## config.mk

```make
export PLATFORM = sky130hd
export DESIGN_NAME = sysrst_hub
export DESIGN_NICKNAME = d
export VERILOG_FILES = /design/src/rtl/sysrst_pkg.sv /design/src/rtl/sysrst_debounce.sv /design/src/rtl/sysrst_gate.sv /design/src/rtl/sysrst_stretch.sv /design/src/rtl/sysrst_hub.sv
export SDC_FILE = /design/constraint.sdc
export NUM_CORES = 1
export LEC_CHECK = 0
export ABC_AREA = 1
export BUFFER_PORTS_ARGS = -buffer_cell sky130_fd_sc_hd__buf_2
export CELL_PAD_IN_SITES_DETAIL_PLACEMENT = 0
export CELL_PAD_IN_SITES_GLOBAL_PLACEMENT = 1
export CORE_MARGIN = 2
export CORE_UTILIZATION = 34
export CTS_CLUSTER_DIAMETER = 30
export DETAILED_ROUTE_END_ITERATION = 8
export HOLD_SLACK_MARGIN = 0.02
export PLACE_DENSITY_LB_ADDON = 0.1
export SYNTH_ARGS = -nofsm -noshare
export SYNTH_HDL_FRONTEND = slang
export SYNTH_SLANG_ARGS = --single-unit
export TNS_END_PERCENT = 30
```

## constraint.sdc

```tcl
create_clock -name clk -period 1.3 [get_ports clk]
set_input_delay 0.39 -clock clk [delete_from_list [all_inputs] [get_ports clk]]
set_output_delay 0.39 -clock clk [all_outputs]
set_load 0.01 [all_outputs]
```

## src/rtl/sysrst_pkg.sv

```systemverilog
package sysrst_pkg;

    localparam int STRETCH_LEN = 12;
    localparam int DEB_DEPTH   = 2;

    typedef enum logic [1:0] {
        MD_ACTIVE  = 2'b00,
        MD_STANDBY = 2'b01,
        MD_SLEEP   = 2'b10,
        MD_RSVD    = 2'b11
    } op_mode_e;

    typedef struct packed {
        logic por;
        logic pin_raw;
        logic pin_deb;
        logic pin_en;
        logic wdog;
        logic slpcnt;
        logic slpcnt_en;
        logic wake;
        logic wake_en;
    } req_bundle_t;

    function automatic logic sleep_gated(input logic latch, input logic [1:0] md);
        return latch && (op_mode_e'(md) == MD_SLEEP);
    endfunction

endpackage

```

## src/rtl/sysrst_debounce.sv

```systemverilog
module sysrst_debounce #(
    parameter int DEPTH = sysrst_pkg::DEB_DEPTH
) (
    input  logic clk,
    input  logic clr,
    input  logic tick,
    input  logic pin,
    output logic stable_hi
);
    logic [DEPTH-1:0] hist;

    generate
        if (DEPTH == 1) begin : g_one
            always_ff @(posedge clk) begin
                if (clr)       hist <= '0;
                else if (tick) hist <= pin;
            end
        end else begin : g_multi
            always_ff @(posedge clk) begin
                if (clr)       hist <= '0;
                else if (tick) hist <= {hist[DEPTH-2:0], pin};
            end
        end
    endgenerate

    assign stable_hi = &hist;

    // history only moves on a tick
    p_hold_no_tick_r6: assert property (@(posedge clk) disable iff (clr)
        (!tick && !$isunknown(hist)) |=> (clr || $stable(hist)));
endmodule

```

## src/rtl/sysrst_gate.sv

```systemverilog
module sysrst_gate
    import sysrst_pkg::*;
(
    input  req_bundle_t rq,
    input  logic        sleep_mode,
    output logic        trig
);
    logic pin_hit, wd_hit, sc_hit, wk_hit;

    always_comb begin
        pin_hit = rq.pin_en && (sleep_mode ? rq.pin_raw : rq.pin_deb);
        wd_hit  = !sleep_mode && rq.wdog;
        sc_hit  = sleep_mode && rq.slpcnt_en && rq.slpcnt;
        wk_hit  = sleep_mode && rq.wake_en && rq.wake;
        trig    = rq.por || pin_hit || wd_hit || sc_hit || wk_hit;
    end

    // a disabled pin never triggers alone
    always_comb begin
        if (!rq.pin_en && !rq.por && !rq.wdog && !rq.slpcnt && !rq.wake)
            a_pin_off_r5: assert (!trig);
    end
endmodule

```

## src/rtl/sysrst_stretch.sv

```systemverilog
module sysrst_stretch #(
    parameter int LEN = sysrst_pkg::STRETCH_LEN
) (
    input  logic clk,
    input  logic trig,
    output logic active
);
    localparam int CW = $clog2(LEN + 1);
    localparam logic [CW-1:0] LOAD = CW'(LEN);

    logic [CW-1:0] remain;

    always_ff @(posedge clk) begin
        if (trig)             remain <= LOAD;
        else if (remain != 0) remain <= remain - 1'b1;
    end

    assign active = (remain != '0);

    // a trigger always leaves the stretch fully loaded
    p_reload_r2: assert property (@(posedge clk) trig |=> remain == LOAD);
endmodule

```

## src/rtl/sysrst_hub.sv

```systemverilog
module sysrst_hub
    import sysrst_pkg::*;
#(
    parameter int HOLD_CYCLES = STRETCH_LEN,
    parameter int DEB_SAMPLES = DEB_DEPTH
) (
    input  logic       clk,
    input  logic       por_req,
    input  logic       pin_rst,
    input  logic       pin_rst_en,
    input  logic       wdog_req,
    input  logic       slpcnt_req,
    input  logic       slpcnt_en,
    input  logic       wake_req,
    input  logic       wake_en,
    input  logic [1:0] mode,
    input  logic       deb_tick,
    input  logic       sleep_set,
    input  logic       flag_clr,
    output logic       sys_rst,
    output logic       cold_rst,
    output logic       por_flag,
    output logic       sleep_en
);
    logic        pin_ok;
    logic        in_sleep;
    logic        any_trig;
    req_bundle_t bundle;

    sysrst_debounce #(.DEPTH(DEB_SAMPLES)) u_deb (
        .clk       (clk),
        .clr       (por_req || !pin_rst_en),
        .tick      (deb_tick),
        .pin       (pin_rst),
        .stable_hi (pin_ok)
    );

    always_comb begin
        in_sleep         = sleep_gated(sleep_en, mode);
        bundle.por       = por_req;
        bundle.pin_raw   = pin_rst;
        bundle.pin_deb   = pin_ok;
        bundle.pin_en    = pin_rst_en;
        bundle.wdog      = wdog_req;
        bundle.slpcnt    = slpcnt_req;
        bundle.slpcnt_en = slpcnt_en;
        bundle.wake      = wake_req;
        bundle.wake_en   = wake_en;
    end

    sysrst_gate u_gate (
        .rq         (bundle),
        .sleep_mode (in_sleep),
        .trig       (any_trig)
    );

    sysrst_stretch #(.LEN(HOLD_CYCLES)) u_sys (
        .clk    (clk),
        .trig   (any_trig),
        .active (sys_rst)
    );

    sysrst_stretch #(.LEN(HOLD_CYCLES)) u_cold (
        .clk    (clk),
        .trig   (por_req),
        .active (cold_rst)
    );

    always_ff @(posedge clk) begin
        if (por_req)                 por_flag <= 1'b1;
        else if (flag_clr && !sys_rst) por_flag <= 1'b0;
    end

    always_ff @(posedge clk) begin
        if (por_req || cold_rst) sleep_en <= 1'b0;
        else if (sleep_set)      sleep_en <= 1'b1;
    end

    // an honoured request raises the system reset next cycle
    p_trig_asserts_r1: assert property (@(posedge clk) disable iff (por_req)
        any_trig |=> sys_rst);
    // the cold domain never runs without the system reset
    p_cold_in_sys_r3: assert property (@(posedge clk) disable iff (por_req)
        cold_rst |-> sys_rst);
    // only the cold domain clears the sleep latch
    p_sleep_keep_r4: assert property (@(posedge clk) disable iff (por_req)
        (sleep_en && !cold_rst) |=> sleep_en);
    // watchdog alone is ignored under sleep gating
    p_wdog_blocked_r7: assert property (@(posedge clk) disable iff (por_req)
        (in_sleep && wdog_req && !sys_rst && !(pin_rst_en && pin_rst)
         && !(slpcnt_en && slpcnt_req) && !(wake_en && wake_req)) |=> !sys_rst);
    // the clear strobe works only outside the reset stretch
    p_flag_clr_r9: assert property (@(posedge clk) disable iff (por_req)
        (flag_clr && !sys_rst) |=> !por_flag);
    p_flag_hold_r9: assert property (@(posedge clk) disable iff (por_req)
        (por_flag && sys_rst) |=> por_flag);
endmodule

```

# --- Word-level counts from Yosys, hierarchy flattened ---
# Index checks and enable logic that the tools add are counted.
word_totals:
  out_inout_bits: 4
  wordCells: 29
  reg_bits: 12
classes:
  n_reduce_logical: 20
  addsub: 2
  n_mux: 1
  eq_ne: 1
ops:
  columns: ["op", "count"]
  rows:
  - ["1-bit logical AND", 8]
  - ["4-bit nonzero test", 2]
  - ["4-bit by 1-bit subtractor with 4-bit output (second input constant)", 2]
  - ["1-bit logical OR", 6]
  - ["1-bit zero test", 3]
  - ["2-bit equality test (second input constant)", 1]
  - ["2-bit AND reduction", 1]
  - ["1-bit two-way mux", 1]

# --- Logic depth before layout (Yosys ltp) ---
logic_depth:
  depth_word: 8
  depth_mapped: 7
  depth_no_buf: 7

# --- Hierarchy ---
# A second synthesis with hierarchy kept.
unflattened:
  hier_cells: 97
  hier_area_um2: 643.1
modules_own_cells:
  columns: ["module", "n_inst", "cells_each", "area_each_um2"]
  rows:
  - ["sysrst_stretch", 2, 29, 211.5]
  - ["sysrst_debounce", 1, 15, 91.3]
  - ["sysrst_hub", 1, 13, 83.8]
  - ["sysrst_gate", 1, 11, 45.0]

# --- Worst setup path after synthesis ---
# Ideal clock, no wire load.
synth_timing:
  kind: "register to output"
  from: "register u_cold.remain[0]"
  to: "output cold_rst"
  t_required_ns: 0.910
  n_path_buf: 0
  arrival_time_ns: 0.746
  path_stages_with_launch: 4
  setup_slack_ns: 0.164
  cell_sequence: "dfxtp_1 > inv_1 > ha_1 > nand3_2"
synth_via:
  elab_chain_cells: 1
synth_lines:
  columns: ["item", "line", "rtl"]
  rows:
  - ["start, declared", "sysrst_stretch.sv:11", "logic [CW-1:0] remain;"]
  - ["start signal, assigned", "sysrst_stretch.sv:15", "else if (remain != 0) remain <= remain - 1'b1;"]
  - ["4-bit nonzero test", "sysrst_stretch.sv:18", "assign active = (remain != '0);"]
  - ["end, declared", "sysrst_hub.sv:21", "output logic cold_rst,"]
# No other way between the ends.

# --- Worst setup path after layout ---
layout_timing:
  from: "register u_cold.remain[1]"
  to: "output cold_rst"
# Same word-level chain as after synthesis.

==> impl_metrics.csv <==
group,metric,value,unit
worst_hold_path,min_from,"sleep_set",
clock_tree,numClockSinks,12,
critical_path,crit_path_max_incr_delay,0.33,ns
timing,worst_slew_pin_slew,0.263,ns
status,status,"finished with violations",
power,p_sw_frac,0.281,
clock_tree,clk_pin_slew,0.07,ns
grt,grt_pass1_vias,540,
floorplanning,die_w,46.9,um
clock_tree,root_buffer,"clkbuf_4",
clock_tree,cts_tree,"done",
power,pwr-share-seq,0.494,
floorplanning,dieArea,2190,sq um
drt,ant_nets,0,
clock_tree,htree_num_levels,1,
place,port_buffers,17,
clock_tree,cts_hold_buffers,0,
place,gp_congestion,0.763,
timing,slew_headroom,0.823,
power,clkPwrFrac,0.255,
floorplanning,die_height,46.9,um
power,irDropWorstVdd,0.555,mV
synthesis,synth_top_area_cell,"dfxtp_1",
timing,hold_violations,0,
timing,slew_viol_final,0,
critical_path,cp_slowest_cell,"dfxtp_2",
power,comb_power_share,0.251,
final_layout,drive_above_1_share,0.402,
final_layout,layout.nets,137,
synthesis,ys_seq_elements,12,
drt,via_per_inst,4.28,
synthesis,synth_xor_area_frac,0.0140,
synthesis,ys_seq_area_frac,0.385,
timing,skew,0.00393,ns
timing,finalSetupViolCount,2,
clock_tree,clk_latency,0.26,ns
drt,drt_first_pass_iters,3,
floorplanning,core_area,1730,sq um
critical_path,cp.arrival,0.99,ns
status,violations,"setup timing",
synthesis,netlist_area,624,sq um
grt,overflow,0,
worst_hold_path,hold_path_class,"in2reg",
critical_path,reg2reg_from,"u_sys.remain[0]",
place,place_area,763,sq um
critical_path,crit_family,"flip-flops",
synthesis,synth_top_area_frac,0.385,
floorplanning,initial_utilization,0.362,
timing,timing.final.crit_share,1.06,
clock_tree,cts_buffer_depth,2,
grt,antenna_found_initial,0,
power,power_density,969,nW/um^2
clock_tree,numCtsBuffers,3,
grt,track_usage,0.135,
worst_hold_path,holdPathStages,3,
final_layout,final_util,0.510,
synthesis,yosys.area_share.simple,0.321,
synthesis,ys.warnings.count,0,
timing,tns,-0.159,ns
critical_path,crit_path_cell_trace,"inv_2, ha_4, nand3_4, buf_6",
drt,remaining_drc_errors,0,
synthesis,netlist_instances,88,
timing,rsz0062_at_grt,"true",
floorplanning,rows,15,
power,internal_power,0.000614,W
synthesis,synth_compound_area_frac,0.0922,
drt,vias,608,
critical_path,reg2reg_depth,6,
synthesis,syn_avg_cell_area,7.09,sq um
worst_hold_path,holdPathEnd,"sleep_en",
critical_path,path_buf_inv,2,
critical_path,cp.required,0.91,ns
critical_path,cp-start-kind,"flip-flop",
critical_path,worstSetupPathType,"reg2out",
drt,drt-initial-drc-count,8,
power,p_sw,0.000239,W
synthesis,synth_cell_type_count,20,
final_layout,fin_area,881,sq um
grt,grt_max_degree,8,
synthesis,syn-num-nets,106,
final_layout,layout_commonest_cell,"nand2_1",
drt,wl,1.23,mm
synthesis,synth_top_family_by_area,"simple AND/OR/NAND/NOR gates",
final_layout,area_growth,41.1,%
final_layout,fillCellCount,190,
synthesis,netlist_top_cells_area,"dfxtp_1 (38%), nand2_1 (13%), ha_1 (8.0%)",
critical_path,end_kind,"output port",
power,power.leakage,0.433,nW
final_layout,n_antenna_cell,0,
timing,period_needed,1.38,ns
timing,setup_ws,-0.0840,ns
critical_path,r2r_setup_slack,0.11,ns
floorplanning,pin_count,18,
synthesis,synthAdderAreaFrac,0.0802,
timing,clock.fmax,723,MHz
run,cap_violations,0,
critical_path,crit_path_max_fanout,2,
place,dp_hpwl,938,um
drt,wire_per_inst,8.64,um
critical_path,r2r-end,"u_sys.remain[2]",
grt,grt_pass1_wl,2.10,mm
synthesis,synth.area.mux_share,0,
final_layout,layout_common_cells,"nand2_1 (22), buf_2 (15), buf_4 (9)",
kinds of logic (layout without fill, tap and decap cells):
family,count (synthesis),after routing
fa+ha+maj,4,4
compound gates,11,11
xor+xnor,1,1
buf+inv,18,47
flops,12,12
simple gates,42,42
repair_timing:
action	CTS	global route
setup buffers	5	1
resized for setup	14	1
pin swaps	4	1
gates cloned	0	0
endpoints found under the hold margin	0	0
setup endpoints to repair	2	2
power by group through the flow:
| stage | combinational [W] | sequential [W] | clock [W] |
|---|---|---|---|
| 2_1_floorplan | 0.000107 | 0.000423 | 0 |
| 3_3_place_gp | 0.000152 | 0.000427 | 0 |
| 3_5_place_dp | 0.000154 | 0.000427 | 0 |
| 4_1_cts | 0.000199 | 0.000421 | 0.000226 |
| 5_1_grt | 0.000245 | 0.000424 | 0.000244 |
| 6_report | 0.000215 | 0.000421 | 0.000218 |
worst max path at each step:
stage,start,to,slack (ns),cells past startpoint
2_1_floorplan,u_cold.remain[0],cold_rst,0.16,3
4_1_cts,u_cold.remain[1],cold_rst,-0.09,4
6_report,u_cold.remain[1],cold_rst,-0.08,4
3_5_place_dp,u_cold.remain[0],cold_rst,0.06,4
3_3_place_gp,u_cold.remain[0],cold_rst,0.09,4
5_1_grt,u_cold.remain[1],cold_rst,-0.14,4
final cells by class:
cell class              instances  area, sq um  share of cell area
multi-input cells              58          349               0.396
flip-flops and latches         12          245               0.278
repair buffers                 26          165               0.187
inverters                      18         67.6              0.0767
well taps                      25         31.3              0.0355
clock buffers                   3         22.5              0.0256
routing by layer:
layer  wire length (um)  up-vias  part of all wire  track usage
li1                   -      335                 -            -
met1                597      254              0.49        0.185
met2                554       15              0.45        0.197
met3                 54        4             0.044       0.0346
met4                 20        0             0.016       0.0667
met5                  0        -                 0            0
flip-flops by register name, indices dropped and copies added (netlist names):
signal,flops
u_deb.hist,2
sleep_en,1
u_sys.remain,4
por_flag,1
u_cold.remain,4
synth_stat cells, drive strengths merged:
master  count
nand2      23
inv        16
dfxtp      12
nand3       9
nor2        6
a21oi       5
o21ai       5
ha          4
clkinv      2
nand4       2
nor3        1
o211ai      1
or2         1
xor2        1
worst register-to-register path: stages, from the launching register on:
cell     delay, ns
dfxtp_2       0.33
inv_2         0.05
buf_4         0.14
ha_1          0.20
or2_1         0.20
nand3_1       0.08
nand3_1       0.07
stage by stage:
stage	hold WS (ns)	setup WS (ns)	cells	power, W
2_1_floorplan	0.436	0.164	88	0.000530
3_3_place_gp	0.436	0.0879	133	0.000579
3_5_place_dp	0.436	0.0599	133	0.000581
4_1_cts	0.361	-0.0883	141	0.000846
5_1_grt	0.391	-0.135	142	0.000914
6_report	0.361	-0.0840	142	0.000854
Power figures use the tool's default switching activity.
